[src/rtl/hdr_tx.sv]
`timescale 1ns/1ps
module hdr_tx #(
  parameter int W           = 8,
  parameter logic [W-1:0] HDR_ZERO = 8'h40,
  parameter logic [W-1:0] HDR_DATA = 8'hC0,
  parameter int TIMEOUT_CYC = 16,
  parameter bit REG_OUT     = 1'b0
) (
  input  logic         clk,
  input  logic         rst_n,
  input  logic         src_vld,
  input  logic         snk_rdy,
  input  logic [W-1:0] din,
  input  logic         err_clr,
  output logic [W-1:0] tx_bus,
  output logic         abort_pulse,
  output logic         timeout_err
);
  localparam int CW = $clog2(TIMEOUT_CYC) + 1;
  localparam logic [CW-1:0] CNT_LAST = CW'(TIMEOUT_CYC - 1);

  typedef enum logic [1:0] {S_IDLE = 2'd0, S_ACT = 2'd1, S_FIN = 2'd2} st_t;

  st_t st, st_n;
  logic hold, hold_n;
  logic [CW-1:0] cnt, cnt_n;
  logic abort_n, to_hit;

  function automatic logic [W-1:0] decode(st_t s, logic h, logic [W-1:0] d);
    logic [W-1:0] hdr;
    hdr = (d == '0) ? HDR_ZERO : HDR_DATA;
    decode = '0;
    case (s)
      S_ACT:   decode = hdr;
      S_FIN:   decode = h ? hdr : d;
      default: decode = '0;
    endcase
  endfunction

  always_comb begin
    st_n    = st;
    hold_n  = 1'b0;
    cnt_n   = cnt;
    abort_n = 1'b0;
    to_hit  = 1'b0;
    case (st)
      S_IDLE: if (src_vld) begin
        st_n  = S_ACT;
        cnt_n = '0;
      end
      S_ACT: begin
        if (!src_vld) begin
          st_n    = S_IDLE;
          abort_n = 1'b1;
        end else if (snk_rdy) begin
          st_n   = S_FIN;
          hold_n = 1'b1;
        end else if (cnt == CNT_LAST) begin
          st_n   = S_IDLE;
          to_hit = 1'b1;
        end else begin
          cnt_n = cnt + 1'b1;
        end
      end
      S_FIN: if (!src_vld) st_n = S_IDLE;
      default: st_n = S_IDLE;
    endcase
  end

  always_ff @(posedge clk or negedge rst_n) begin
    if (!rst_n) begin
      st          <= S_IDLE;
      hold        <= 1'b0;
      cnt         <= '0;
      abort_pulse <= 1'b0;
      timeout_err <= 1'b0;
    end else begin
      st          <= st_n;
      hold        <= hold_n;
      cnt         <= cnt_n;
      abort_pulse <= abort_n;
      if (to_hit)       timeout_err <= 1'b1;
      else if (err_clr) timeout_err <= 1'b0;
    end
  end

  generate
    if (REG_OUT) begin : g_reg
      logic [W-1:0] bus_q;
      always_ff @(posedge clk or negedge rst_n) begin
        if (!rst_n) bus_q <= '0;
        else        bus_q <= decode(st_n, hold_n, din);
      end
      assign tx_bus = bus_q;
    end else begin : g_comb
      assign tx_bus = decode(st, hold, din);
    end
  endgenerate
endmodule

[config.mk]
export PLATFORM = sky130hd
export DESIGN_NAME = hdr_tx
export DESIGN_NICKNAME = d
export VERILOG_FILES = /design/src/rtl/hdr_tx.sv
export SDC_FILE = /design/constraint.sdc
export NUM_CORES = 1
export LEC_CHECK = 0
export BUFFER_PORTS_ARGS = -buffer_cell sky130_fd_sc_hd__buf_4
export CAP_MARGIN = 5
export CORE_MARGIN = 4
export CORE_UTILIZATION = 46
export CTS_CLUSTER_SIZE = 24
export DETAILED_ROUTE_END_ITERATION = 16
export GPL_TIMING_DRIVEN = 0
export PLACE_DENSITY = 0.73
export SLEW_MARGIN = 40
export SYNTH_ARGS = -nofsm -noshare
export SYNTH_HDL_FRONTEND = slang
export SYNTH_SLANG_ARGS = --single-unit
[constraint.sdc]
create_clock -name clk -period 2.3 [get_ports clk]
set_input_delay 0.23 -clock clk [delete_from_list [all_inputs] [get_ports clk]]
set_output_delay 0.23 -clock clk [all_outputs]
set_load 0.005 [all_outputs]
==> out/summary.log, run 1 <==
[outcome] run status finished, final reports clean
[sta] pin slew with the least headroom to its limit 0.289 ns
[placed_design] total half-perimeter wirelength after legalization and detailed placement 1.05 mm
[global_routing] global-route congestion overflow total 0
[cells_and_area] most common cell after layout, fill and taps aside sky130_fd_sc_hd__buf_4
[routing] post-detailed-route via-to-cell ratio 5.04
[synthesis] number of nets produced by synthesis 78
[cells_and_area] total inserted antenna cells 0
[clock_network] latest clock arrival within the worst-skew pair 0.26 ns
[synthesis] synthesized netlist cell count 59
[sta] worst path setup slack after routing 0.380 ns
[synthesis] xor/xnor share of the synthesized area 0
[routing] length of the first detailed-routing pass in iterations 3
[worst_setup_path] Data required, critical path 2.44 ns
[global_routing] largest net degree at the start of global routing 11
[clock_network] master cell of the clock root buffer sky130_fd_sc_hd__clkbuf_4
[routing] routed length per placed instance 13.1 µm
[synthesis] Avg Cell Area, Syn 10.3 µm²
[sta] setup repair after global routing missed its margin no
[power] Max IR drop VDD 443 µV
[worst_setup_path] depth of the worst register-to-register path 6
[synthesis] total of flip-flops plus latches after synthesis 10
[global_routing] global routing usage summed across all routing layers 0.145
[worst_setup_path] Worst R2R Setup Slack 0.38 ns
[die] initial standard-cell utilization of the core 0.518
[die] area of the die 1960 µm²
[worst_setup_path] source of the worst register-to-register timing path cnt[0]$_DFFE_PN0P_
[placed_design] pre-CTS WS 0.386 ns
[worst_setup_path] worst-path maximum fanout 5
[cells_and_area] Fill cells 91
[die] Core ar. 1170 µm²
[sta] number of hold violations in the final report 0
[die] Die Width 44.3 µm
[sta] largest clock skew in the final design 0.00334 ns
[hold_path] hold worst-path end timeout_err$_DFFE_PN0P_
[hold_path] Hold Crit Class in -> reg
[routing] ANT nets after route 0
[cells_and_area] layout overhead on the synthesized area 35.5%
[sta] final count of pins violating max slew 0
[clock_network] TritonCTS clock tree done
[placed_design] GPL Wtd Cong 0.723
[placed_design] post-place instance area 790 µm²
[cells_and_area] share of post-route cells with drive strength above 1 0.318
[sta] maximum clock frequency 0.521 GHz
[worst_setup_path] crit-path leading delay family simple AND/OR/NAND/NOR gates
[hold_path] worst hold start err_clr
[sta] min cycle time layout 1.92 ns
[worst_setup_path] crit path cell chain ha_1, and3_1, ha_1, nand4bb_2, nand2_1, mux2_1
[power] PD cells 824 nW/µm²
[routing] vias 499
[cells_and_area] final non-filler cell area 822 µm²
[sta] final setup vio count 0
[power] post-route total power 0.677 mW
[worst_setup_path] crit end category flop
[hold_path] Worst Hold Depth 2
[synthesis] Synth Area in Simple Gates 0.256
[synthesis] proportion of synthesized area in mux cells 0.0866
[routing] iteration-0 DRC count of the detailed router 5
[clock_network] post-CTS clock slew at the launch and capture registers of the worst setup and hold paths 0.06 ns
[sta] Final Cycle Share 0.835
[routing] drt total wl 1.30 mm
[synthesis] Syn. warnings 0
[worst_setup_path] endpoint of the lowest-slack register-to-register path st[0]$_DFFE_PN0P_
[synthesis] combined area of all synthesized cells 607 µm²
[synthesis] combinational family with the most area after synthesis simple AND/OR/NAND/NOR gates
[global_routing] via count of the first global-routing pass 498
[worst_setup_path] Max stage delay on crit path 0.42 ns
[die] standard-cell rows 12
[global_routing] antenna violations before repair 0
[clock_network] Num Clock Sinks 10
[routing] DRC 0
[worst_setup_path] Critical Path Source Type flop
[clock_network] H-tree Lvls 1
[die] height of the chip 44.3 µm
[cells_and_area] highest-count cells in the layout ignoring fill and taps 22 x sky130_fd_sc_hd__buf_4, 10 x sky130_fd_sc_hd__dfrtp_1, 7 x sky130_fd_sc_hd__and2_1, 6 x sky130_fd_sc_hd__ha_1
[placed_design] number of buffer cells added on primary ports 22
[worst_setup_path] critical path buffer and inverter count 0
[worst_setup_path] path type of the worst setup path reg -> reg
[worst_setup_path] critical path's most frequent cell sky130_fd_sc_hd__ha_1
[cells_and_area] Post-layout nets 106
[job] number of max-cap violations 0
[sta] final sum of negative setup slack 0 ns
[synthesis] proportion of synthesized chip area in sequential cells 0.412
[global_routing] first-pass GRT wire length 2.05 mm
[worst_setup_path] worst path arrival time 2.06 ns
[clock_network] maximum root-to-sink buffer count 2
[synthesis] share of synthesized cell area in full adder, half adder and majority cells 0.124
[sta] Slew HR 0.806
[sta] worst hold margin 0.140 ns
[synthesis] synth unique cells 23
[synthesis] fraction of the mapped netlist area in compound gates 0.0907
[worst_setup_path] worst-path cell with the longest stage delay sky130_fd_sc_hd__dfrtp_1
[clock_network] number of buffers added by the clock tree synthesis step 3
[clock_network] count of cells resized by post-cts repair 0
[die] I/O pin cnt 23
[power] Lkg Pwr 0.430 nW
cell usage after synthesis:
| cell type | number | area (µm²) |
|---|---|---|
| sky130_fd_sc_hd__a21boi_1 | 1 | 7.51 |
| sky130_fd_sc_hd__a21oi_1 | 1 | 5.00 |
| sky130_fd_sc_hd__a22o_1 | 1 | 8.76 |
| sky130_fd_sc_hd__and2_1 | 7 | 43.8 |
| sky130_fd_sc_hd__and3_1 | 1 | 6.26 |
| sky130_fd_sc_hd__and3_2 | 1 | 7.51 |
| sky130_fd_sc_hd__and4bb_1 | 1 | 12.5 |
| sky130_fd_sc_hd__dfrtp_1 | 10 | 250 |
| sky130_fd_sc_hd__ha_1 | 6 | 75.1 |
| sky130_fd_sc_hd__inv_1 | 5 | 18.8 |
| sky130_fd_sc_hd__mux2_1 | 2 | 22.5 |
| sky130_fd_sc_hd__mux2i_1 | 3 | 30.0 |
| sky130_fd_sc_hd__nand2_1 | 5 | 18.8 |
| sky130_fd_sc_hd__nand3_1 | 1 | 5.00 |
| sky130_fd_sc_hd__nand3b_1 | 1 | 7.51 |
| sky130_fd_sc_hd__nand4_1 | 1 | 6.26 |
| sky130_fd_sc_hd__nand4b_1 | 1 | 8.76 |
| sky130_fd_sc_hd__nand4bb_2 | 1 | 16.3 |
| sky130_fd_sc_hd__nor2_1 | 2 | 7.51 |
| sky130_fd_sc_hd__o21ai_0 | 2 | 10.0 |
| sky130_fd_sc_hd__o21ai_1 | 3 | 15.0 |
| sky130_fd_sc_hd__o2bb2ai_1 | 1 | 8.76 |
| sky130_fd_sc_hd__or4_1 | 2 | 15.0 |
worst max-delay path by stage:
stage                        from           endpoint  cells past startpoint
6_report       cnt[0]$_DFFE_PN0P_  st[0]$_DFFE_PN0P_                      6
4_1_cts        cnt[0]$_DFFE_PN0P_  st[1]$_DFFE_PN0P_                      6
3_5_place_dp   cnt[0]$_DFFE_PN0P_  st[1]$_DFFE_PN0P_                      6
2_1_floorplan  cnt[0]$_DFFE_PN0P_  st[0]$_DFFE_PN0P_                      6
5_1_grt         st[0]$_DFFE_PN0P_          tx_bus[0]                      6
3_3_place_gp   cnt[0]$_DFFE_PN0P_  st[1]$_DFFE_PN0P_                      6
what timing repair did:
action,CTS,global route
buffers inserted,0,0
endpoints found under the hold margin,10,0
hold buffers,1,0
flip-flops by register name, indices dropped and copies added, names as in the netlist:
name and flops:
abort_pulse 1, st 2, timeout_err 1, cnt 5, hold 1
final cells by class:
cell class	count	area, µm²	share of cell area
clock buffer	3	22.5	0.0274
inverter	5	18.8	0.0228
multi-input combinational	44	338	0.411
sequential	10	250	0.304
tap	14	17.5	0.0213
timing repair buffer	23	175	0.213
power breakdown:
group	total (mW)	internal [mW]	switching [mW]
clock network	0.114	0.0601	0.0539
registers	0.253	0.219	0.0342
logic	0.310	0.160	0.150
total	0.677	0.439	0.238
per-stage QoR:
stage,cells,utilization
final,99,0.702
after detailed placement,95,0.674
after global placement,95,0.674
after CTS,99,0.702
after floorplan,59,-
after global routing,99,0.702
cell families after synthesis:
group	count (synthesis)
and+or+nand+nor	24
adders and majority gates	6
muxes	5
AOI/OAI and AO/OA	9
buffers and inverters	5
DFF	10
per-layer routing:
metal  vias up  GRT usage  routed length [µm]
met2        16      0.241                 591
li1        262          -                   -
met1       219      0.172                 582
met4         0     0.0181                   8
met3         2     0.0732                 117
met5         -          0                   0
Note: power is estimated with default switching activity, not from simulation.
==> run 2: changes to the inputs <==
==> constraint.sdc (replaced) <==
create_clock -name clk -period 1.8 [get_ports clk]
set_input_delay 0.18 -clock clk [delete_from_list [all_inputs] [get_ports clk]]
set_output_delay 0.18 -clock clk [all_outputs]
set_load 0.005 [all_outputs]
==> out/summary.log, run 2 (same netlist as run 1, synthesis figures left out) <==
[hold_path] Hold Crit Class in -> reg
[clock_network] Num Clock Sinks 10 [unchanged]
[routing] drt total wl 1.51 mm [+16%]
[routing] DRC 0 [unchanged]
[worst_setup_path] Max stage delay on crit path 0.40 ns [-0.02 ns]
[worst_setup_path] critical path's most frequent cell sky130_fd_sc_hd__ha_2
[global_routing] met2 routing resource usage after global routing 0.253 [+0.0116]
[power] post-route total power 0.977 mW [+44%]
[power] PD cells 1100 nW/µm² [+33%]
[global_routing] antenna violations before repair 0 [unchanged]
[global_routing] global-route congestion overflow total 0 [unchanged]
[power] Max IR drop VDD 702 µV [+58%]
[sta] final setup vio count 0 [unchanged]
[worst_setup_path] crit end category flop
[sta] Slew HR 0.832 [+0.0258]
[power] net switching power figure 0.352 mW [+48%]
[placed_design] GPL Wtd Cong 0.723 [unchanged]
[cells_and_area] Post-layout nets 109 [+2.8%]
[clock_network] H-tree Lvls 1 [unchanged]
[cells_and_area] layout overhead on the synthesized area 46.6%
[clock_network] latest clock arrival within the worst-skew pair 0.27 ns [about the same]
[sta] pin slew with the least headroom to its limit 0.252 ns [-0.0377 ns]
[routing] iteration-0 DRC count of the detailed router 5 [unchanged]
[power] proportion of power drawn by the clock network 0.153 [-0.015]
[global_routing] met3 usage in global routing 0.0732 [unchanged]
[power] total internal power 0.624 mW [+42%]
[worst_setup_path] depth of the worst register-to-register path 6 [unchanged]
[sta] largest clock skew in the final design 0.00744 ns [+0.00410 ns]
[power] share of power burned in registers 0.334 [-0.040]
[global_routing] via count of the first global-routing pass 506 [+1.6%]
[clock_network] maximum root-to-sink buffer count 2 [unchanged]
[outcome] run status finished, final reports clean
[hold_path] Worst Hold Depth 2 [unchanged]
[placed_design] number of buffer cells added on primary ports 22 [unchanged]
[worst_setup_path] worst-path maximum fanout 5 [unchanged]
[sta] final count of pins violating max slew 0 [unchanged]
[global_routing] most heavily used metal layer in global routing met2
[die] area of the die 1960 µm² [unchanged]
[worst_setup_path] Data required, critical path 1.95 ns [-0.49 ns]
[placed_design] total half-perimeter wirelength after legalization and detailed placement 1.05 mm [unchanged]
[cells_and_area] number of flip-flops in the largest register 5 [unchanged]
[die] height of the chip 44.3 µm [unchanged]
[power] fraction of power consumed by combinational cells 0.513 [+0.056]
[routing] length of the first detailed-routing pass in iterations 4 [+1]
[worst_setup_path] crit path cell chain ha_2, and3_1, ha_2, nand4bb_4, nand2_2, mux2_1
[clock_network] TritonCTS clock tree done
[global_routing] largest net degree at the start of global routing 11 [unchanged]
[sta] min cycle time layout 1.76 ns [-0.162 ns]
[clock_network] number of buffers added by the clock tree synthesis step 3 [unchanged]
[cells_and_area] most common cell after layout, fill and taps aside sky130_fd_sc_hd__buf_4
[routing] vias 537 [+7.6%]
[routing] post-detailed-route via-to-cell ratio 5.26 [+4.5%]
[sta] maximum clock frequency 0.569 GHz [+9.2%]
[job] number of max-cap violations 0 [unchanged]
[die] initial standard-cell utilization of the core 0.518 [unchanged]
[die] Core ar. 1170 µm² [unchanged]
[sta] worst hold margin 0.0837 ns [-0.0568 ns]
[routing] ANT nets after route 0 [unchanged]
[cells_and_area] largest registers cnt x5, st x2
[power] switching share of power 0.361 [+0.00896]
[clock_network] post-CTS clock slew at the launch and capture registers of the worst setup and hold paths 0.06 ns [about the same]
[die] I/O pin cnt 23 [unchanged]
[global_routing] first-pass GRT wire length 2.13 mm [+4.1%]
[cells_and_area] total inserted antenna cells 0 [unchanged]
[cells_and_area] share of post-route cells with drive strength above 1 0.443 [+0.126]
[die] standard-cell rows 12 [unchanged]
[cells_and_area] Biggest register cnt
[cells_and_area] highest-count cells in the layout ignoring fill and taps 25 x sky130_fd_sc_hd__buf_4, 10 x sky130_fd_sc_hd__dfrtp_1, 7 x sky130_fd_sc_hd__and2_1, 4 x sky130_fd_sc_hd__nand2_1
[worst_setup_path] worst path arrival time 1.90 ns [-0.16 ns]
[global_routing] global routing usage summed across all routing layers 0.153 [+0.00771]
[power] Lkg Pwr 0.441 nW [+2.5%]
[worst_setup_path] path type of the worst setup path reg -> reg
[worst_setup_path] Critical Path Source Type flop
[worst_setup_path] worst-path cell with the longest stage delay sky130_fd_sc_hd__dfrtp_1
[sta] Final Cycle Share 0.977 [+0.142]
[routing] routed length per placed instance 14.8 µm [+13%]
[die] Die Width 44.3 µm [unchanged]
[sta] number of hold violations in the final report 0 [unchanged]
[global_routing] met1 usage 0.177 [+0.00550]
[clock_network] master cell of the clock root buffer sky130_fd_sc_hd__clkbuf_4
[run 2: changes by cell type in the layout (fill, tap and decap cells not counted), sizes merged]
cell / before / now
buf: 22 / 25
[run 2: critical path: cells and delay by family, from the launching register on]
| family | cells | cell delay, ns |
|---|---|---|
| flops | 1 | 0.40 |
| fa+ha+maj | 2 | 0.36 |
| mux | 1 | 0.32 |
| simple gates | 3 | 0.55 |
[run 2: routing by layer]
layer,vias to the layer above,routed length (µm)
li1,270,-
met1,242,618
met2,22,754
met3,3,122
met4,0,14
met5,-,0
[run 2: power by group through the flow]
stage	combinational (mW)	sequential [mW]	clock, mW
CTS	0.435	0.321	0.151
global placement	0.390	0.325	0
detailed placement	0.402	0.328	0
floorplan	0.244	0.316	0
finish	0.501	0.326	0.149
global route	0.564	0.333	0.169
[run 2: area by class of cell]
type	instances	area, µm²
repair buffers	26	198
clock buffers	3	22.5
fillers	81	282
multi-input cells	44	383
flip-flops and latches	10	250
inverters	5	18.8
well taps	14	17.5
[run 2: stage by stage]
stage	area, µm²	setup WS [ns]	instances	TNS (ns)	util
floorplan	607	0.0327	59	0	-
global placement	790	-0.0699	95	-0.139	0.674
detailed placement	790	-0.114	95	-0.264	0.674
global route	890	-0.0197	102	-0.0349	0.760
CTS	846	0.0251	100	0	0.722
finish	890	0.0423	102	0	0.760
[run 2: worst paths after layout]
check                                    from                 endpoint  slack, ns
min reg2reg                cnt[3]$_DFFE_PN0P_       cnt[3]$_DFFE_PN0P_       0.47
min in group asynchronous               rst_n       cnt[1]$_DFFE_PN0P_       0.29
max                        cnt[1]$_DFFE_PN0P_        st[0]$_DFFE_PN0P_       0.04
min                                   err_clr  timeout_err$_DFFE_PN0P_       0.08
max reg2reg                cnt[1]$_DFFE_PN0P_        st[0]$_DFFE_PN0P_       0.04
max in group asynchronous               rst_n        st[0]$_DFFE_PN0P_       1.36
[run 2: timing repair]
item                       4_1_cts  5_1_grt
gates resized for setup          3        8
hold endpoints to repair        10        0
pin swaps                        1        3
hold buffers                     1        0
setup endpoints to repair        9        8
buffers inserted                 1        2
cloned                           0        0
==> run 3: changes to the inputs <==
==> constraint.sdc (replaced) <==
create_clock -name clk -period 1.8 [get_ports clk]
set_input_delay 0.18 -clock clk [delete_from_list [all_inputs] [get_ports clk]]
set_output_delay 0.18 -clock clk [all_outputs]
set_load 0.02 [all_outputs]
==> out/summary.log, run 3 (same netlist as run 1, synthesis figures left out) <==
[cells_and_area] Post-layout nets 110 [+0.92%]
[clock_network] maximum root-to-sink buffer count 2 [unchanged]
[worst_setup_path] worst-path cell with the longest stage delay sky130_fd_sc_hd__dfrtp_1
[placed_design] post-place instance area 790 µm² [unchanged]
[hold_path] Hold Crit Class in -> reg
[cells_and_area] layout overhead on the synthesized area 50.1%
[worst_setup_path] worst-path maximum fanout 5 [unchanged]
[cells_and_area] Biggest register cnt
[worst_setup_path] total number of cells along the worst setup path 6 [unchanged]
[clock_network] TritonCTS clock tree done
[routing] drt total wl 1.50 mm [-0.60%]
[worst_setup_path] crit path cell chain ha_2, and3_1, ha_2, nand4bb_4, nand2_2, mux2_1
[sta] Slew HR 0.830 [-0.00175]
[die] Core ar. 1170 µm² [unchanged]
[worst_setup_path] Worst Setup SP cnt[1]$_DFFE_PN0P_
[cells_and_area] total inserted antenna cells 0 [unchanged]
[worst_setup_path] endpoint of the lowest-slack register-to-register path st[0]$_DFFE_PN0P_
[global_routing] via count of the first global-routing pass 506 [unchanged]
[global_routing] largest net degree at the start of global routing 11 [unchanged]
[sta] worst hold margin 0.0847 ns [+0.000963 ns]
[sta] maximum clock frequency 0.571 GHz [+0.31%]
[cells_and_area] final non-filler cell area 911 µm² [+2.4%]
[die] Die Width 44.3 µm [unchanged]
[hold_path] Worst Hold Depth 2 [unchanged]
[cells_and_area] share of post-route cells with drive strength above 1 0.494 [+0.0512]
[job] number of max-cap violations 0 [unchanged]
[sta] worst path setup slack after routing 0.0477 ns [+0.00541 ns]
[cells_and_area] post-route non-filler standard cell count 103 [+0.98%]
[clock_network] Num Clock Sinks 10 [unchanged]
[power] post-route total power 1.07 mW [+9.2%]
[routing] length of the first detailed-routing pass in iterations 4 [unchanged]
[global_routing] global routing usage summed across all routing layers 0.153 [unchanged]
[routing] vias 542 [+0.93%]
[placed_design] number of buffer cells added on primary ports 22 [unchanged]
[worst_setup_path] critical path buffer and inverter count 0 [unchanged]
[worst_setup_path] crit-path leading delay family simple AND/OR/NAND/NOR gates
[power] PD cells 1170 nW/µm² [+6.6%]
[placed_design] post-placement cell count 95 [unchanged]
[global_routing] global-route congestion overflow total 0 [unchanged]
[placed_design] total half-perimeter wirelength after legalization and detailed placement 1.05 mm [unchanged]
[clock_network] number of buffers added by the clock tree synthesis step 3 [unchanged]
[cells_and_area] largest registers cnt x5, st x2
[worst_setup_path] worst path arrival time 1.90 ns [about the same]
[placed_design] GPL Wtd Cong 0.723 [unchanged]
[worst_setup_path] source of the worst register-to-register timing path cnt[1]$_DFFE_PN0P_
[placed_design] pre-CTS WS -0.114 ns [unchanged]
[cells_and_area] most common cell after layout, fill and taps aside sky130_fd_sc_hd__buf_4
[worst_setup_path] Worst R2R Setup Slack 0.05 ns [about the same]
[sta] Final Cycle Share 0.973 [-0.00301]
[power] Max IR drop VDD 753 µV [+7.4%]
[routing] DRC 0 [unchanged]
[routing] routed length per placed instance 14.6 µm [-1.6%]
[worst_setup_path] Data required, critical path 1.95 ns [about the same]
[sta] largest clock skew in the final design 0.00797 ns [+0.000529 ns]
[clock_network] master cell of the clock root buffer sky130_fd_sc_hd__clkbuf_4
[die] height of the chip 44.3 µm [unchanged]
[global_routing] first-pass GRT wire length 2.13 mm [unchanged]
[worst_setup_path] critical path's most frequent cell sky130_fd_sc_hd__ha_2
[clock_network] latest clock arrival within the worst-skew pair 0.27 ns [about the same]
[cells_and_area] number of flip-flops in the largest register 5 [unchanged]
[die] initial standard-cell utilization of the core 0.518 [unchanged]
[hold_path] worst hold start err_clr
[die] standard-cell rows 12 [unchanged]
[global_routing] antenna violations before repair 0 [unchanged]
[worst_setup_path] Critical Path Source Type flop
[worst_setup_path] path type of the worst setup path reg -> reg
[worst_setup_path] depth of the worst register-to-register path 6 [unchanged]
[sta] number of hold violations in the final report 0 [unchanged]
[cells_and_area] highest-count cells in the layout ignoring fill and taps 25 x sky130_fd_sc_hd__buf_4, 10 x sky130_fd_sc_hd__dfrtp_1, 4 x sky130_fd_sc_hd__and2_1
[sta] final setup vio count 0 [unchanged]
[power] Lkg Pwr 0.451 nW [+2.4%]
[die] I/O pin cnt 23 [unchanged]
[worst_setup_path] crit end category flop
[routing] iteration-0 DRC count of the detailed router 5 [unchanged]
[worst_setup_path] Max stage delay on crit path 0.40 ns [about the same]
[hold_path] hold worst-path end timeout_err$_DFFE_PN0P_
[clock_network] post-CTS clock slew at the launch and capture registers of the worst setup and hold paths 0.06 ns [about the same]
[sta] final count of pins violating max slew 0 [unchanged]
[routing] ANT nets after route 0 [unchanged]
[sta] pin slew with the least headroom to its limit 0.254 ns [+0.00263 ns]
[die] area of the die 1960 µm² [unchanged]
[routing] post-detailed-route via-to-cell ratio 5.26 [about the same]
[sta] min cycle time layout 1.75 ns [-0.00541 ns]
[outcome] run status finished, final reports clean
[clock_network] H-tree Lvls 1 [unchanged]
==> run 3: cell count changes in the layout (fill, tap and decap cells not counted), sizes merged <==
cell,previous run,this run
buf,25,26
==> run 3: final cells by class <==
type                    instances  area, µm²
multi-input cells              44        393
fillers                        77        260
flip-flops and latches         10        250
repair buffers                 27        209
clock buffers                   3       22.5
inverters                       5       18.8
well taps                      14       17.5
==> run 3: power breakdown <==
part | switching (mW) | internal, mW | total [mW] | leakage [nW]
clock | 0.0724 | 0.0771 | 0.150 | 0.0138
sequential | 0.0455 | 0.280 | 0.326 | 0.134
combinational | 0.298 | 0.294 | 0.591 | 0.303
total | 0.416 | 0.651 | 1.07 | 0.451
==> run 3: how the worst max path moves through the flow <==
stage	end	slack, ns
after global placement	st[1]$_DFFE_PN0P_	-0.07
after floorplan	st[0]$_DFFE_PN0P_	0.03
after CTS	tx_bus[0]	0.008
after global routing	tx_bus[1]	-0.001
after detailed placement	st[1]$_DFFE_PN0P_	-0.11
final	st[0]$_DFFE_PN0P_	0.05
==> run 3: layer usage <==
layer / GRT usage / up-vias / share of wire
met5: 0 / - / 0
met4: 0.0361 / 0 / 0.0093
met3: 0.0732 / 3 / 0.072
met2: 0.253 / 18 / 0.51
met1: 0.177 / 248 / 0.41
li1: - / 273 / -
==> run 3: stage by stage <==
| step | setup TNS [ns] | util |
|---|---|---|
| after floorplan | 0 | - |
| after global placement | -0.139 | 0.674 |
| after detailed placement | -0.264 | 0.674 |
| after CTS | 0 | 0.722 |
| after global routing | -0.00140 | 0.778 |
| final | 0 | 0.778 |
==> run 3: what timing repair did <==
action / CTS / global route
hold buffers: 1 / 0
endpoints found under the hold margin: 10 / 0
endpoints found under the setup margin: 10 / 8
pin swaps: 1 / 3
buffers inserted: 1 / 3
gates resized for setup: 3 / 13
